**src/rtl/rdpf_pkg.sv**
```systemverilog
package rdpf_pkg;

   typedef enum logic [2:0] {
      CMD_IO_RD  = 3'd0,
      CMD_CFG_RD = 3'd1,
      CMD_MEM_RD = 3'd2,
      CMD_MEM_RL = 3'd3,
      CMD_MEM_RM = 3'd4
   } rd_cmd_e;

   typedef enum logic [1:0] {
      POL_SINGLE = 2'd0,
      POL_LINE   = 2'd1,
      POL_FILL   = 2'd2
   } fetch_pol_e;

endpackage

```
**src/rtl/rdpf_classify.sv**
```systemverilog
module rdpf_classify
   import rdpf_pkg::*;
(
   input  logic [2:0] cmd,
   input  logic       pf_hit,
   input  logic       pcix_mode,
   input  logic       dword_rd,
   input  logic [1:0] mr_ctl,
   input  logic       mrlm_ctl,
   output fetch_pol_e pol
);

   always_comb begin
      pol = POL_SINGLE;
      case (cmd)
         CMD_MEM_RD: begin
            if (pf_hit) begin
               case (mr_ctl)
                  2'b00:   pol = POL_SINGLE;
                  2'b01:   pol = POL_LINE;
                  default: pol = POL_FILL;
               endcase
            end
         end
         CMD_MEM_RL, CMD_MEM_RM: pol = mrlm_ctl ? POL_FILL : POL_LINE;
         default: pol = POL_SINGLE;
      endcase
      if (pcix_mode && dword_rd) pol = POL_SINGLE;
   end

endmodule

```
**src/rtl/rdpf_len.sv**
```systemverilog
module rdpf_len
   import rdpf_pkg::*;
#(
   parameter int BUF_DW     = 64,
   parameter int PG_W       = 10,
   parameter int LL_W       = 3,
   parameter int FREE_W     = 7,
   parameter int CNT_W      = 11,
   parameter bit PAGE_LIMIT = 1'b1
) (
   input  fetch_pol_e        pol,
   input  logic [PG_W-1:0]   dw_addr,
   input  logic [LL_W-1:0]   line_log2,
   input  logic [FREE_W-1:0] free_dw,
   output logic [CNT_W-1:0]  cnt
);

   localparam logic [CNT_W-1:0] ONE     = CNT_W'(1);
   localparam logic [CNT_W-1:0] BUF_CAP = CNT_W'(BUF_DW);
   localparam logic [CNT_W-1:0] PAGE_DW = CNT_W'(1) << PG_W;

   logic [CNT_W-1:0] line_sz, in_line, line_left, free_c, base, lim;

   always_comb begin
      line_sz   = ONE << line_log2;
      in_line   = CNT_W'(dw_addr) & (line_sz - ONE);
      line_left = line_sz - in_line;
      free_c    = (CNT_W'(free_dw) > BUF_CAP) ? BUF_CAP : CNT_W'(free_dw);
      case (pol)
         POL_LINE: base = (line_left < free_c) ? line_left : free_c;
         POL_FILL: base = free_c;
         default:  base = ONE;
      endcase
   end

   generate
      if (PAGE_LIMIT) begin : g_page
         logic [CNT_W-1:0] page_left;
         always_comb begin
            page_left = PAGE_DW - CNT_W'(dw_addr);
            lim       = (base < page_left) ? base : page_left;
         end
      end else begin : g_nopage
         always_comb lim = base;
      end
   endgenerate

   assign cnt = (lim == '0) ? ONE : lim;

endmodule

```
**src/rtl/rdpf_track.sv**
```systemverilog
module rdpf_track #(
   parameter int CNT_W = 11
) (
   input  logic             clk,
   input  logic             rst_n,
   input  logic             start,
   input  logic [CNT_W-1:0] cnt,
   input  logic             phase_adv,
   output logic             busy,
   output logic [CNT_W-1:0] remain
);

   localparam logic [CNT_W-1:0] ONE = CNT_W'(1);

   always_ff @(posedge clk or negedge rst_n) begin
      if (!rst_n) begin
         busy   <= 1'b0;
         remain <= '0;
      end else if (start && !busy) begin
         busy   <= 1'b1;
         remain <= cnt;
      end else if (busy && phase_adv) begin
         remain <= remain - ONE;
         if (remain == ONE) busy <= 1'b0;
      end
   end

   a_r8_nonzero_when_busy: assert property (@(posedge clk) disable iff (!rst_n)
      busy |-> (remain != '0));
   a_r8_count_down: assert property (@(posedge clk) disable iff (!rst_n)
      (busy && phase_adv && remain > ONE) |=> (busy && remain == $past(remain) - ONE));
   a_r8_final_phase: assert property (@(posedge clk) disable iff (!rst_n)
      (busy && phase_adv && remain == ONE) |=> !busy);
   a_r9_hold_without_adv: assert property (@(posedge clk) disable iff (!rst_n)
      (busy && !phase_adv) |=> (busy && $stable(remain)));

endmodule

```
**src/rtl/rd_prefetch_ctl.sv**
```systemverilog
module rd_prefetch_ctl
   import rdpf_pkg::*;
#(
   parameter int BUF_DW     = 64,
   parameter int PAGE_BYTES = 4096,
   parameter int LL_W       = 3,
   parameter bit PAGE_LIMIT = 1'b1,
   localparam int PG_W      = $clog2(PAGE_BYTES / 4),
   localparam int FREE_W    = $clog2(BUF_DW + 1),
   localparam int MAX_DW    = ((PAGE_BYTES / 4) > BUF_DW) ? (PAGE_BYTES / 4) : BUF_DW,
   localparam int CNT_W     = $clog2(MAX_DW + 1)
) (
   input  logic              clk,
   input  logic              rst_n,
   input  logic              req_valid,
   input  logic [2:0]        cmd,
   input  logic [PG_W-1:0]   dw_addr,
   input  logic [3:0]        be_in,
   input  logic              pf_hit,
   input  logic              pcix_mode,
   input  logic              dword_rd,
   input  logic [1:0]        mr_ctl,
   input  logic              mrlm_ctl,
   input  logic [LL_W-1:0]   line_log2,
   input  logic [FREE_W-1:0] free_dw,
   input  logic              phase_adv,
   output logic              busy,
   output logic [CNT_W-1:0]  fetch_cnt,
   output logic [CNT_W-1:0]  remain,
   output logic [3:0]        phase_be,
   output logic              disc_one,
   output logic              last_phase
);

   if (BUF_DW < 1) begin : g_bad_buf
      $error("BUF_DW must be at least 1");
   end
   if ((PAGE_BYTES & (PAGE_BYTES - 1)) != 0 || PAGE_BYTES < 8) begin : g_bad_page
      $error("PAGE_BYTES must be a power of two of at least 8");
   end
   if ((PAGE_BYTES / 4) < (1 << ((1 << LL_W) - 1))) begin : g_bad_line
      $error("largest cache line must fit in a page");
   end

   fetch_pol_e       pol;
   logic [CNT_W-1:0] len_cnt;
   logic [3:0]       be_q;
   logic             accept;

   assign accept = req_valid && !busy;

   rdpf_classify u_cls (
      .cmd       (cmd),
      .pf_hit    (pf_hit),
      .pcix_mode (pcix_mode),
      .dword_rd  (dword_rd),
      .mr_ctl    (mr_ctl),
      .mrlm_ctl  (mrlm_ctl),
      .pol       (pol)
   );

   rdpf_len #(
      .BUF_DW     (BUF_DW),
      .PG_W       (PG_W),
      .LL_W       (LL_W),
      .FREE_W     (FREE_W),
      .CNT_W      (CNT_W),
      .PAGE_LIMIT (PAGE_LIMIT)
   ) u_len (
      .pol       (pol),
      .dw_addr   (dw_addr),
      .line_log2 (line_log2),
      .free_dw   (free_dw),
      .cnt       (len_cnt)
   );

   rdpf_track #(.CNT_W(CNT_W)) u_trk (
      .clk       (clk),
      .rst_n     (rst_n),
      .start     (accept),
      .cnt       (len_cnt),
      .phase_adv (phase_adv),
      .busy      (busy),
      .remain    (remain)
   );

   always_ff @(posedge clk or negedge rst_n) begin
      if (!rst_n) begin
         fetch_cnt <= '0;
         be_q      <= '0;
         disc_one  <= 1'b0;
      end else if (accept) begin
         fetch_cnt <= len_cnt;
         be_q      <= (pol == POL_SINGLE) ? be_in : 4'hF;
         disc_one  <= (pol == POL_SINGLE);
      end
   end

   assign phase_be   = busy ? be_q : 4'h0;
   assign last_phase = busy && (remain == CNT_W'(1));

   a_r1_single_is_one: assert property (@(posedge clk) disable iff (!rst_n)
      (busy && disc_one) |-> (fetch_cnt == CNT_W'(1)));
   a_r3_spec_all_bytes: assert property (@(posedge clk) disable iff (!rst_n)
      (busy && !disc_one) |-> (phase_be == 4'hF));
   a_r7_count_bounds: assert property (@(posedge clk) disable iff (!rst_n)
      busy |-> (fetch_cnt >= CNT_W'(1) && fetch_cnt <= CNT_W'(BUF_DW)));
   a_r8_remain_le_count: assert property (@(posedge clk) disable iff (!rst_n)
      busy |-> (remain <= fetch_cnt));
   a_r9_cnt_held: assert property (@(posedge clk) disable iff (!rst_n)
      busy |=> $stable(fetch_cnt));

endmodule

```
**config.mk**
```make
export PLATFORM = sky130hd
export DESIGN_NAME = rd_prefetch_ctl
export DESIGN_NICKNAME = d
export VERILOG_FILES = /design/src/rtl/rdpf_pkg.sv /design/src/rtl/rdpf_classify.sv /design/src/rtl/rdpf_len.sv /design/src/rtl/rdpf_track.sv /design/src/rtl/rd_prefetch_ctl.sv
export SDC_FILE = /design/constraint.sdc
export NUM_CORES = 1
export LEC_CHECK = 0
export ABC_AREA = 1
export BUFFER_PORTS_ARGS = -buffer_cell sky130_fd_sc_hd__buf_2
export CAP_MARGIN = 20
export CORE_ASPECT_RATIO = 0.7
export CORE_MARGIN = 3
export CORE_UTILIZATION = 25
export DETAILED_ROUTE_END_ITERATION = 16
export HOLD_SLACK_MARGIN = 0.1
export SLEW_MARGIN = 20
export SYNTH_ARGS = -nofsm -noshare
export SYNTH_HDL_FRONTEND = slang
export SYNTH_SLANG_ARGS = --single-unit
```
**constraint.sdc**
```tcl
create_clock -name clk -period 2.1 [get_ports clk]
set_clock_uncertainty 0.2 [all_clocks]
set_input_delay 0.42 -clock clk [delete_from_list [all_inputs] [get_ports clk]]
set_output_delay 0.42 -clock clk [all_outputs]
set_load 0.03 [all_outputs]
```
==> flow_metrics.env, run 1 <==
export IMPL_synth_area_sq_um=2924
export IMPL_number_of_inserted_diodes=0
export IMPL_area_growth_pct=74.45
export IMPL_clock_power_share_pct=21.8
export IMPL_post_synth_top_area_fraction_pct=23.96
export IMPL_p_leak_nw=2.777
export IMPL_clock_tree_root_cell="clkbuf_16"
export IMPL_dieArea_sq_um=13050
export IMPL_antenna_violations_before_repair=0
export IMPL_rsz0062_at_grt="true"
export IMPL_post_synth_num_cell_types=41
export IMPL_syn_avg_cell_area_sq_um=6.586
export IMPL_failed_checks="setup timing"
export IMPL_maxSlewHeadroom_pct=54.88
export IMPL_route_detailed_wl_per_inst_microns=13.16
export IMPL_switching_share_pct=39.84
export IMPL_path_class="input pin to flop"
export IMPL_period_minus_slack_ns=4.823
export IMPL_via_count=3703
export IMPL_top_level_ports=66
export IMPL_worst_slack_ns=-2.723
export IMPL_hold_path_class="input pin to flop"
export IMPL_routed_vias_inst=4.538
export IMPL_worstHoldPathCells=2
export IMPL_final_hold_viol_count=0
export IMPL_final_layout_size_suffix_gt1_share_pct=47.81
export IMPL_fin_nets=726
export IMPL_fin_crit_sh_pct=229.7
export IMPL_htreeDepth=1
export IMPL_setup_viol=23
export IMPL_clk_path_buf_depth=2
export IMPL_synth_warnings=0
export IMPL_synth_ff_latch_count=28
export IMPL_required_time_reported_for_the_critical_path_endpoint_ns=2.11
export IMPL_floorplan_initialDensity_pct=26.08
export IMPL_globalplace_congestion=0.8743
export IMPL_max_freq_mhz=207.3
export IMPL_vdd_drop_max_uv=322.9
export IMPL_cp_data_arrival_time_ns=4.84
export IMPL_post_synth_most_frequent_cells="109 x nand2_1, 65 x inv_1, 38 x nor2_1, 36 x nand3_1, 28 x dfrtp_1"
export IMPL_slowest_stage="o221a_4"
export IMPL_global_route_usage_total_pct=16.25
export IMPL_die_h_microns=96.49
export IMPL_max_stage_delay_ns=0.38
export IMPL_cp_common_cell="nand2_1"
export IMPL_powerDensity_nw_per_um2=527.7
export IMPL_hold_start="be_in[2]"
export IMPL_synth_enable_flop_cells=0
export IMPL_setup_reg_to_reg_worst_slack_ns=0.06
export IMPL_grt_pass1_vias=3619
export IMPL_drt_first_iter_violations=196
export IMPL_r2r_start="u_trk.remain[2]$_DFFE_PN0P_"
export IMPL_worst_setup_path_start_kind="input pin"
export IMPL_fp_row_count=32
export IMPL_antenna_left=0
export IMPL_share_seq_of_total_power_pct=26.2
export IMPL_internal_power_w=0.001619
export IMPL_max_slew_worst_pin_slew_ns=0.6768
export IMPL_drt_wl_total_mm=10.74
export IMPL_clk_latency_ns=0.27
export IMPL_numCtsBuffers=3
export IMPL_cts_tree="built"
export IMPL_remaining_drc_errors=0
export IMPL_placeableCoreArea_sq_um=11210
export IMPL_first_pass_grt_wire_length_mm=17.11
export IMPL_hpwlAfterDp_mm=7.756
export IMPL_synth_cells=444
export IMPL_yosys_top_cells_area="dfrtp_1 24%, nand2_1 14%, ha_1 11%"
export IMPL_critPathLaunch="line_log2[2]"
export IMPL_detailedRoute_firstPassIterationCount=5
export IMPL_grt_max_degree=29
export IMPL_library_cell_with_the_highest_instance_count_after_synthesis="nand2_1"
export IMPL_max_slew_violation_total_from_the_final_report=0
export IMPL_numClockSinks=28
export IMPL_synth_largest_area_cell="dfrtp_1"
export IMPL_cts_clk_slew_worst_paths_ns=0.07
export IMPL_power_net_switching_w=0.001072
export IMPL_outcome="complete, but fails checks"
export IMPL_synthArstFlopShare_pct=100.0
export IMPL_final_core_occ_pct=45.50
export IMPL_place_ws_ns=-3.010
export IMPL_synthFlopType="dfrtp_1"
export IMPL_die_w_microns=135.3
export IMPL_combinationalPowerShare_pct=52.0
export IMPL_cap_violations=0
export IMPL_end_kind="flop"
export IMPL_largest_fanout_on_the_critical_path=8
export IMPL_grt_ovfl_total=0
export IMPL_io_buffers=65
export IMPL_rr_worst_depth=10
export IMPL_ys_seq_area_share_pct=23.96
-- per-layer routing --
metal,GRT usage [%],part of all wire (%)
met5,0,0
met1,22.07,47
met4,3.356,1.6
met2,27.24,47
met3,3.002,5.0
-- state kept, by name, summed over array words and instances (netlist names) --
signal        count
u_trk.remain     11
be_q              4
u_trk.busy        1
fetch_cnt        11
disc_one          1
-- worst paths after layout --
kind | endpoint
setup / recovery | u_trk.remain[0]$_DFFE_PN0P_
min in group asynchronous | u_trk.remain[5]$_DFFE_PN0P_
hold reg to reg | fetch_cnt[2]$_DFFE_PN0P_
setup reg to reg | u_trk.remain[9]$_DFFE_PN0P_
hold / removal | be_q[2]$_DFFE_PN0P_
max in group asynchronous | be_q[3]$_DFFE_PN0P_
-- power groups by stage --
stage	Combinational (W)	Sequential [W]	Clock, W
2_1_floorplan	0.000544	0.000876	0
3_3_place_gp	0.00120	0.000706	0
3_5_place_dp	0.00122	0.000709	0
4_1_cts	0.00132	0.000704	0.000598
5_1_grt	0.00154	0.000719	0.000615
6_report	0.00140	0.000706	0.000586
-- critical path, delay by kind of cell --
family          cells  cell delay, ns
buf+inv             5            0.43
xor+xnor            1            0.17
simple gates       24            2.13
compound gates      5            0.95
fa+ha+maj           3            0.72
-- repair_timing --
item / in CTS / in global routing
hold endpoints to repair: 28 / 0
setup endpoints to repair: 23 / 27
gates cloned: 1 / 0
hold buffers: 1 / 0
resized for setup: 51 / 37
pin swaps: 42 / 8
setup buffers: 33 / 3
-- final cells by class --
cell class / instances / area, sq um
clock buffers: 3 / 75.07
inverters: 71 / 269.0
well taps: 153 / 191.4
flip-flops and latches: 28 / 700.7
clock inverters: 1 / 30.03
multi-input cells: 341 / 2290
fillers: 1104 / 6110
repair buffers: 219 / 1545
-- cells by family after synthesis --
kind of cell	after synthesis	synth area share (%)
AOI/OAI and AO/OA	72	14.38
DFF	28	23.96
adders and majority gates	25	10.70
xor gates and xnor gates	16	4.793
other	2	0.2568
and+or+nand+nor	222	34.75
buffers and inverters	79	11.17
-- cells in the final DEF, fill, tap and decap left out, drive strengths merged, types with 5 or more instances in the layout --
cell	synthesis	final
inv	69	69
dfrtp	28	28
o21ai	31	31
nand2	123	124
nor2	43	43
nor3	8	8
xor2	15	15
a21oi	21	21
conb	2	5
ha	25	25
buf	6	218
nand3	40	40
-- metrics by stage --
stage	setup TNS [ns]	power [W]	area, sq um	std cells	hold slack, ns
floorplan	-54.42	0.001420	3004	447	-0.07559
global placement	-59.70	0.001902	4338	776	0.2618
detailed placement	-63.78	0.001926	4338	776	0.2701
CTS	-51.04	0.002620	4932	815	0.1676
global route	-61.69	0.002870	5101	816	0.1697
finish	-56.34	0.002692	5101	816	0.1676
(Power assumes the default switching activity.)
==> run 2, diff against run 1 <==
ABC_AREA = unset   (was 1)
PLACE_DENSITY = 0.53   (was unset)
==> run 2 against run 1 <==
Against the previous run: the flow still finishes with violations (setup timing); die area decreased by 2.2%; via count decreased by 15%; non-clock buffer count decreased by 44; critical path depth decreased by 10; combinational power increased by 41%; maximum frequency decreased by 10%; final area decreased by 14%; first-iteration DRC count decreased by 19%; critical path type unchanged; critical endpoint is now fetch_cnt[2]$_DFFE_PN0P_; largest cell class unchanged.
==> flow_metrics.env, run 2 <==
export IMPL_fin_crit_sh_pct=255.1
export IMPL_globalplace_congestion=0.8534
export IMPL_crit_cells=28
export IMPL_max_stage_delay_ns=0.40
export IMPL_cp_data_arrival_time_ns=5.31
export IMPL_synth_adder_area_share_pct=10.95
export IMPL_floorplan_initialDensity_pct=26.59
export IMPL_largest_fanout_on_the_critical_path=4
export IMPL_routed_vias_inst=4.653
export IMPL_cts_tree="built"
export IMPL_synthArstFlopShare_pct=100.0
export IMPL_syn_avg_cell_area_sq_um=7.913
export IMPL_first_pass_grt_wire_length_mm=15.39
export IMPL_synthFlopType="dfrtp_1"
export IMPL_antenna_left=0
export IMPL_place_ws_ns=-3.660
export IMPL_hold_start="be_in[2]"
export IMPL_number_of_inserted_diodes=0
export IMPL_slowest_stage="or3_4"
export IMPL_final_hold_viol_count=0
export IMPL_r2r_end="u_trk.remain[2]$_DFFE_PN0P_"
export IMPL_final_layout_size_suffix_gt1_share_pct=41.63
export IMPL_worst_setup_path_start_kind="input pin"
export IMPL_synth_enable_flop_cells=0
export IMPL_via_count=3136
export IMPL_clock_power_share_pct=12.7
export IMPL_synth_largest_area_cell="dfrtp_1"
export IMPL_fp_row_count=31
export IMPL_setup_viol=23
export IMPL_top_level_ports=66
export IMPL_max_slew_violation_total_from_the_final_report=0
export IMPL_path_class="input pin to flop"
export IMPL_grt_util_met2_pct=22.44
export IMPL_placed_cell_areas_sq_um=4121
export IMPL_maxSlewHeadroom_pct=56.87
export IMPL_synth_ff_latch_count=28
export IMPL_gr_max_usage_layer="met1"
export IMPL_rsz0062_at_grt="true"
export IMPL_layout_cell_area_non_filler_sq_um=4377
export IMPL_post_synth_most_frequent_cells="51 x nand2_1, 34 x nor2_1, 28 x dfrtp_1, 25 x ha_1, 19 x inv_1"
export IMPL_global_route_usage_total_pct=14.71
export IMPL_clk_path_buf_depth=2
export IMPL_ys_seq_area_share_pct=24.53
export IMPL_setup_reg_to_reg_worst_slack_ns=0.22
export IMPL_yosys_top_cells_area="dfrtp_1 25%, ha_1 11%, nand2_1 6.7%"
export IMPL_io_buffers=65
export IMPL_htreeDepth=1
export IMPL_required_time_reported_for_the_critical_path_endpoint_ns=2.05
export IMPL_grt_util_met1_pct=22.48
export IMPL_powerDensity_nw_per_um2=756.2
export IMPL_clock_tree_root_cell="clkbuf_16"
export IMPL_grt_max_degree=29
export IMPL_p_leak_nw=2.129
export IMPL_detailedRoute_firstPassIterationCount=4
export IMPL_largest_regs="fetch_cnt x11, u_trk.remain x11, be_q x4"
export IMPL_path_buf_inv=3
export IMPL_worst_slack_ns=-3.256
export IMPL_post_synth_and_or_nand_nor_area_fraction_pct=26.28
export IMPL_clk_latency_ns=0.26
export IMPL_drt_wl_total_mm=9.232
export IMPL_hold_path_class="input pin to flop"
export IMPL_dieArea_sq_um=12760
export IMPL_die_h_microns=95.43
export IMPL_fin_nets=590
export IMPL_vdd_drop_max_uv=432.1
export IMPL_cts_clk_slew_worst_paths_ns=0.06
export IMPL_grt_ovfl_total=0
export IMPL_placeableCoreArea_sq_um=10740
export IMPL_complex_gate_fraction_of_the_synthesized_area_pct=24.22
export IMPL_antenna_violations_before_repair=0
export IMPL_share_seq_of_total_power_pct=28.0
export IMPL_end_kind="flop"
export IMPL_numCtsBuffers=3
export IMPL_drt_first_iter_violations=159
export IMPL_failed_checks="setup timing"
export IMPL_synth_area_sq_um=2856
export IMPL_switching_share_pct=44.82
export IMPL_post_synth_top_area_fraction_pct=24.53
export IMPL_yosys_area_share_xor_xnor_pct=5.826
export IMPL_remaining_drc_errors=0
export IMPL_period_minus_slack_ns=5.356
export IMPL_max_slew_worst_pin_slew_ns=0.6469
export IMPL_synth_cells=361
export IMPL_r2r_start="u_trk.busy$_DFFE_PN0P_"
export IMPL_outcome="complete, but fails checks"
export IMPL_synth_warnings=0
export IMPL_cp_common_cell="a21o_1"
export IMPL_hold_path_endpoint="be_q[2]$_DFFE_PN0P_"
export IMPL_largest_family_of_logic_cells_by_synthesized_area="simple AND/OR/NAND/NOR gates"
export IMPL_grt_met3_usage_pct=2.584
export IMPL_die_w_microns=133.8
export IMPL_grt_pass1_vias=3059
export IMPL_numClockSinks=28
export IMPL_critical_path_top_delay_family="compound AO/OA/AOI/OAI gates"
export IMPL_critPathLaunch="line_log2[0]"
export IMPL_mostFrequentLayoutCells="109 x buf_4, 62 x buf_2, 50 x nand2_1"
export IMPL_combinationalPowerShare_pct=59.4
export IMPL_post_synth_num_cell_types=68
export IMPL_area_growth_pct=53.22
export IMPL_power_net_switching_w=0.001483
export IMPL_internal_power_w=0.001826
export IMPL_hpwlAfterDp_mm=7.788
export IMPL_rr_worst_depth=5
export IMPL_layout_commonest_cell="buf_4"
export IMPL_fillerInstances=1117
export IMPL_synth_mux_area_fraction_pct=2.541
export IMPL_max_freq_mhz=186.7
export IMPL_library_cell_with_the_highest_instance_count_after_synthesis="nand2_1"
export IMPL_cap_violations=0
export IMPL_route_detailed_wl_per_inst_microns=13.70
export IMPL_worstHoldPathCells=3
==> run 2: logic make-up (layout without fill, tap and decap cells) <==
logic type,count (synthesis),count (layout)
flops,28,28
other cells,2,5
simple gates,153,153
xor+xnor,19,19
compound gates,90,90
fa+ha+maj,25,25
buf+inv,37,199
mux,7,7
==> run 2: power groups by stage <==
stage	sequential, W	combinational, W	clock [W]
after CTS	0.000929	0.00193	0.000437
final	0.000925	0.00197	0.000419
after global placement	0.000932	0.00187	0
after global routing	0.000955	0.00214	0.000452
after floorplan	0.00128	0.000788	0
after detailed placement	0.000937	0.00189	0
==> run 2: tightest hold or removal path, stage by stage <==
cell     delay (ns)
buf_2          0.09
inv_1          0.04
a31oi_1        0.06
==> run 2: how the worst max path moves through the flow <==
stage | slack [ns] | to
2_1_floorplan | -3.41 | u_trk.remain[8]$_DFFE_PN0P_
3_3_place_gp | -3.56 | u_trk.remain[1]$_DFFE_PN0P_
3_5_place_dp | -3.66 | fetch_cnt[2]$_DFFE_PN0P_
4_1_cts | -3.24 | fetch_cnt[2]$_DFFE_PN0P_
5_1_grt | -3.48 | u_trk.remain[0]$_DFFE_PN0P_
6_report | -3.26 | fetch_cnt[2]$_DFFE_PN0P_
==> run 2: layout make-up <==
class / instances / area [sq um] / area share, %
Tap cell: 148 / 185.2 / 4.231
Clock buffer: 3 / 75.07 / 1.715
Inverter: 21 / 78.83 / 1.801
Timing Repair Buffer: 175 / 1172 / 26.79
Sequential cell: 28 / 700.7 / 16.01
Multi-Input combinational cell: 299 / 2165 / 49.46
==> run 2: per-layer routing <==
layer	share of wire (%)	routed length [microns]
met2	41	3795
met4	0.25	23
met5	0	0
met1	53	4902
met3	5.5	511
==> run 2: repair_timing <==
item | in CTS | in global routing
hold buffers | 1 | 0
setup endpoints to repair | 23 | 23
pin swaps | 5 | 0
endpoints found under the hold margin | 28 | 0
gates resized for setup | 20 | 5
cloned | 0 | 0
buffers inserted | 6 | 2
==> run 2: per-stage QoR <==
stage	TNS [ns]	instances	utilization, %	power [W]	hold WS, ns
final	-70.90	674	40.74	0.003310	0.2014
after global routing	-75.80	674	40.74	0.003551	0.2167
after CTS	-70.29	672	40.40	0.003300	0.1994
after detailed placement	-78.77	662	38.36	0.002827	0.2703
after global placement	-75.88	662	38.36	0.002805	0.2571
after floorplan	-73.12	364	-	0.002067	-0.07559
==> run 3, diff against run 2 <==
ABC_CLOCK_PERIOD_IN_PS = 2100   (was unset)
SKIP_LAST_GASP = 1   (was unset)
TNS_END_PERCENT = 20   (was unset)
==> run 3 against run 2 <==
Against the previous run: the run still ends with setup timing left; non-clock buffer count up 13; final cell count up 1.9%; sequential cell count unchanged; via count up 6.4%; clock power up 4%; global-route usage up 0.79 points; sequential share of layout area down 0.33 points; wire length up 6.6%.
==> flow_metrics.env, run 3 (same netlist as run 2, synthesis figures left out) <==
export IMPL_dieArea_sq_um=12760
export IMPL_failed_checks="setup timing"
export IMPL_antenna_violations_before_repair=0
export IMPL_area_growth_pct=56.42
export IMPL_worst_setup_path_start_kind="input pin"
export IMPL_routed_top_layer="met4"
export IMPL_grt_ovfl_total=0
export IMPL_drt_wl_total_mm=9.843
export IMPL_route_detailed_wl_per_inst_microns=14.33
export IMPL_clk_latency_ns=0.26
export IMPL_final_hold_viol_count=0
export IMPL_fin_nets=603
export IMPL_cp_common_cell="a21o_1"
export IMPL_mostFrequentLayoutCells="122 x buf_4, 63 x buf_2, 50 x nand2_1"
export IMPL_grt_max_degree=29
export IMPL_slowest_stage="or3_4"
export IMPL_maxSlewHeadroom_pct=57.60
export IMPL_cp_data_arrival_time_ns=5.34
export IMPL_drt_first_iter_violations=136
export IMPL_placed_cells=663
export IMPL_placeableCoreArea_sq_um=10740
export IMPL_multi_input_area_sq_um=2161
export IMPL_detailedRoute_firstPassIterationCount=5
export IMPL_number_of_inserted_diodes=0
export IMPL_finalNonFillerCells=687
export IMPL_end_kind="flop"
export IMPL_max_stage_delay_ns=0.40
export IMPL_fillerInstances=1134
export IMPL_fp_row_count=31
export IMPL_vdd_drop_max_uv=476.1
export IMPL_max_slew_violation_total_from_the_final_report=0
export IMPL_area_sequential_sq_um=700.7
export IMPL_met3_routed_wl_microns=456
export IMPL_top_level_ports=66
export IMPL_layout_commonest_cell="buf_4"
export IMPL_period_minus_slack_ns=5.393
export IMPL_required_time_reported_for_the_critical_path_endpoint_ns=2.04
export IMPL_final_layout_size_suffix_gt1_share_pct=42.49
export IMPL_p_leak_nw=2.190
export IMPL_die_w_microns=133.8
export IMPL_io_buffers=65
export IMPL_global_route_usage_total_pct=15.51
export IMPL_grt_pass1_vias=3264
export IMPL_remaining_drc_errors=0
export IMPL_setup_viol=23
export IMPL_hpwlAfterDp_mm=8.054
export IMPL_first_pass_grt_wire_length_mm=16.14
export IMPL_layout_cell_area_non_filler_sq_um=4468
export IMPL_cts_clk_slew_worst_paths_ns=0.07
export IMPL_numCtsBuffers=3
export IMPL_fin_crit_sh_pct=256.8
export IMPL_floorplan_initialDensity_pct=26.59
export IMPL_wl_met1_mm=5.274
export IMPL_globalplace_congestion=0.8668
export IMPL_hold_path_class="input pin to flop"
export IMPL_largest_regs="fetch_cnt x11, u_trk.remain x11, be_q x4"
export IMPL_clk_path_buf_depth=2
export IMPL_clock_tree_root_cell="clkbuf_16"
export IMPL_worst_slack_ns=-3.293
export IMPL_placed_cell_areas_sq_um=4116
export IMPL_numClockSinks=28
export IMPL_max_slew_worst_pin_slew_ns=0.6360
export IMPL_routed_wl_met2_mm=4.047
export IMPL_cap_violations=0
export IMPL_via_count=3336
export IMPL_cts_tree="built"
export IMPL_htreeDepth=1
export IMPL_die_h_microns=95.43
export IMPL_rsz0062_at_grt="true"
export IMPL_powerDensity_nw_per_um2=743.4
export IMPL_outcome="complete, but fails checks"
export IMPL_path_class="input pin to flop"
export IMPL_largest_fanout_on_the_critical_path=8
export IMPL_antenna_left=0
export IMPL_routed_vias_inst=4.856
export IMPL_max_freq_mhz=185.4
run 3: cell count changes in the layout (fill, tap and decap cells not counted), sizes merged:
cell	before	now
buf	174	187
run 3: power by group:
part / internal, W / switching (W)
logic: 0.000824 / 0.00115
registers: 0.000758 / 0.000151
clock network: 0.000253 / 0.000183
total: 0.00183 / 0.00149
run 3: critical path, delay by kind of cell:
kind	cells	cell delay, ns
AO/OA/AOI/OAI	15	2.45
XOR/XNOR	1	0.21
adder cells (fa/ha/maj)	3	0.76
buffers and inverters	3	0.37
AND/OR/NAND/NOR	6	1.11
run 3: metrics by stage:
step / hold WS (ns) / util, % / setup TNS (ns) / setup slack (ns) / power [W]
finish: 0.1911 / 41.59 / -72.13 / -3.293 / 0.003322
global route: 0.1919 / 41.59 / -77.83 / -3.567 / 0.003578
global placement: 0.2584 / 38.31 / -76.57 / -3.552 / 0.002770
CTS: 0.1862 / 40.85 / -72.24 / -3.304 / 0.003314
detailed placement: 0.2694 / 38.31 / -78.62 / -3.648 / 0.002784
floorplan: -0.07559 / - / -73.24 / -3.416 / 0.002057
run 3: timing repair:
item	in CTS	in global routing
hold endpoints to repair	28	0
endpoints found under the setup margin	23	23
hold buffers	1	0
resized for setup	19	8
pin swaps	9	6
cloned	0	0
setup buffers	16	4
run 3: path summary, 6_finish.rpt:
| check | endpoint | slack, ns | cells after the start | from |
|---|---|---|---|---|
| min reg2reg | fetch_cnt[7]$_DFFE_PN0P_ | 0.28 | 1 | fetch_cnt[7]$_DFFE_PN0P_ |
| min | be_q[2]$_DFFE_PN0P_ | 0.19 | 3 | be_in[2] |
| max | fetch_cnt[4]$_DFFE_PN0P_ | -3.29 | 28 | line_log2[2] |
| min in group asynchronous | u_trk.remain[7]$_DFFE_PN0P_ | 0.51 | 2 | rst_n |
| max in group asynchronous | u_trk.remain[3]$_DFFE_PN0P_ | 0.77 | 2 | rst_n |
| max reg2reg | u_trk.remain[8]$_DFFE_PN0P_ | 0.31 | 5 | u_trk.remain[7]$_DFFE_PN0P_ |
run 3: cell type report:
cell class | instances | area share [%]
multi-input combinational | 299 | 48.36
timing repair buffer | 188 | 28.37
sequential | 28 | 15.68
tap | 148 | 4.145
inverter | 21 | 1.764
clock buffer | 3 | 1.680
run 3: layer usage:
layer | track usage (%) | vias up
li1 | - | 1654
met4 | 1.969 | 0
met5 | 0 | -
met2 | 23.66 | 95
met1 | 23.70 | 1577
met3 | 2.215 | 10
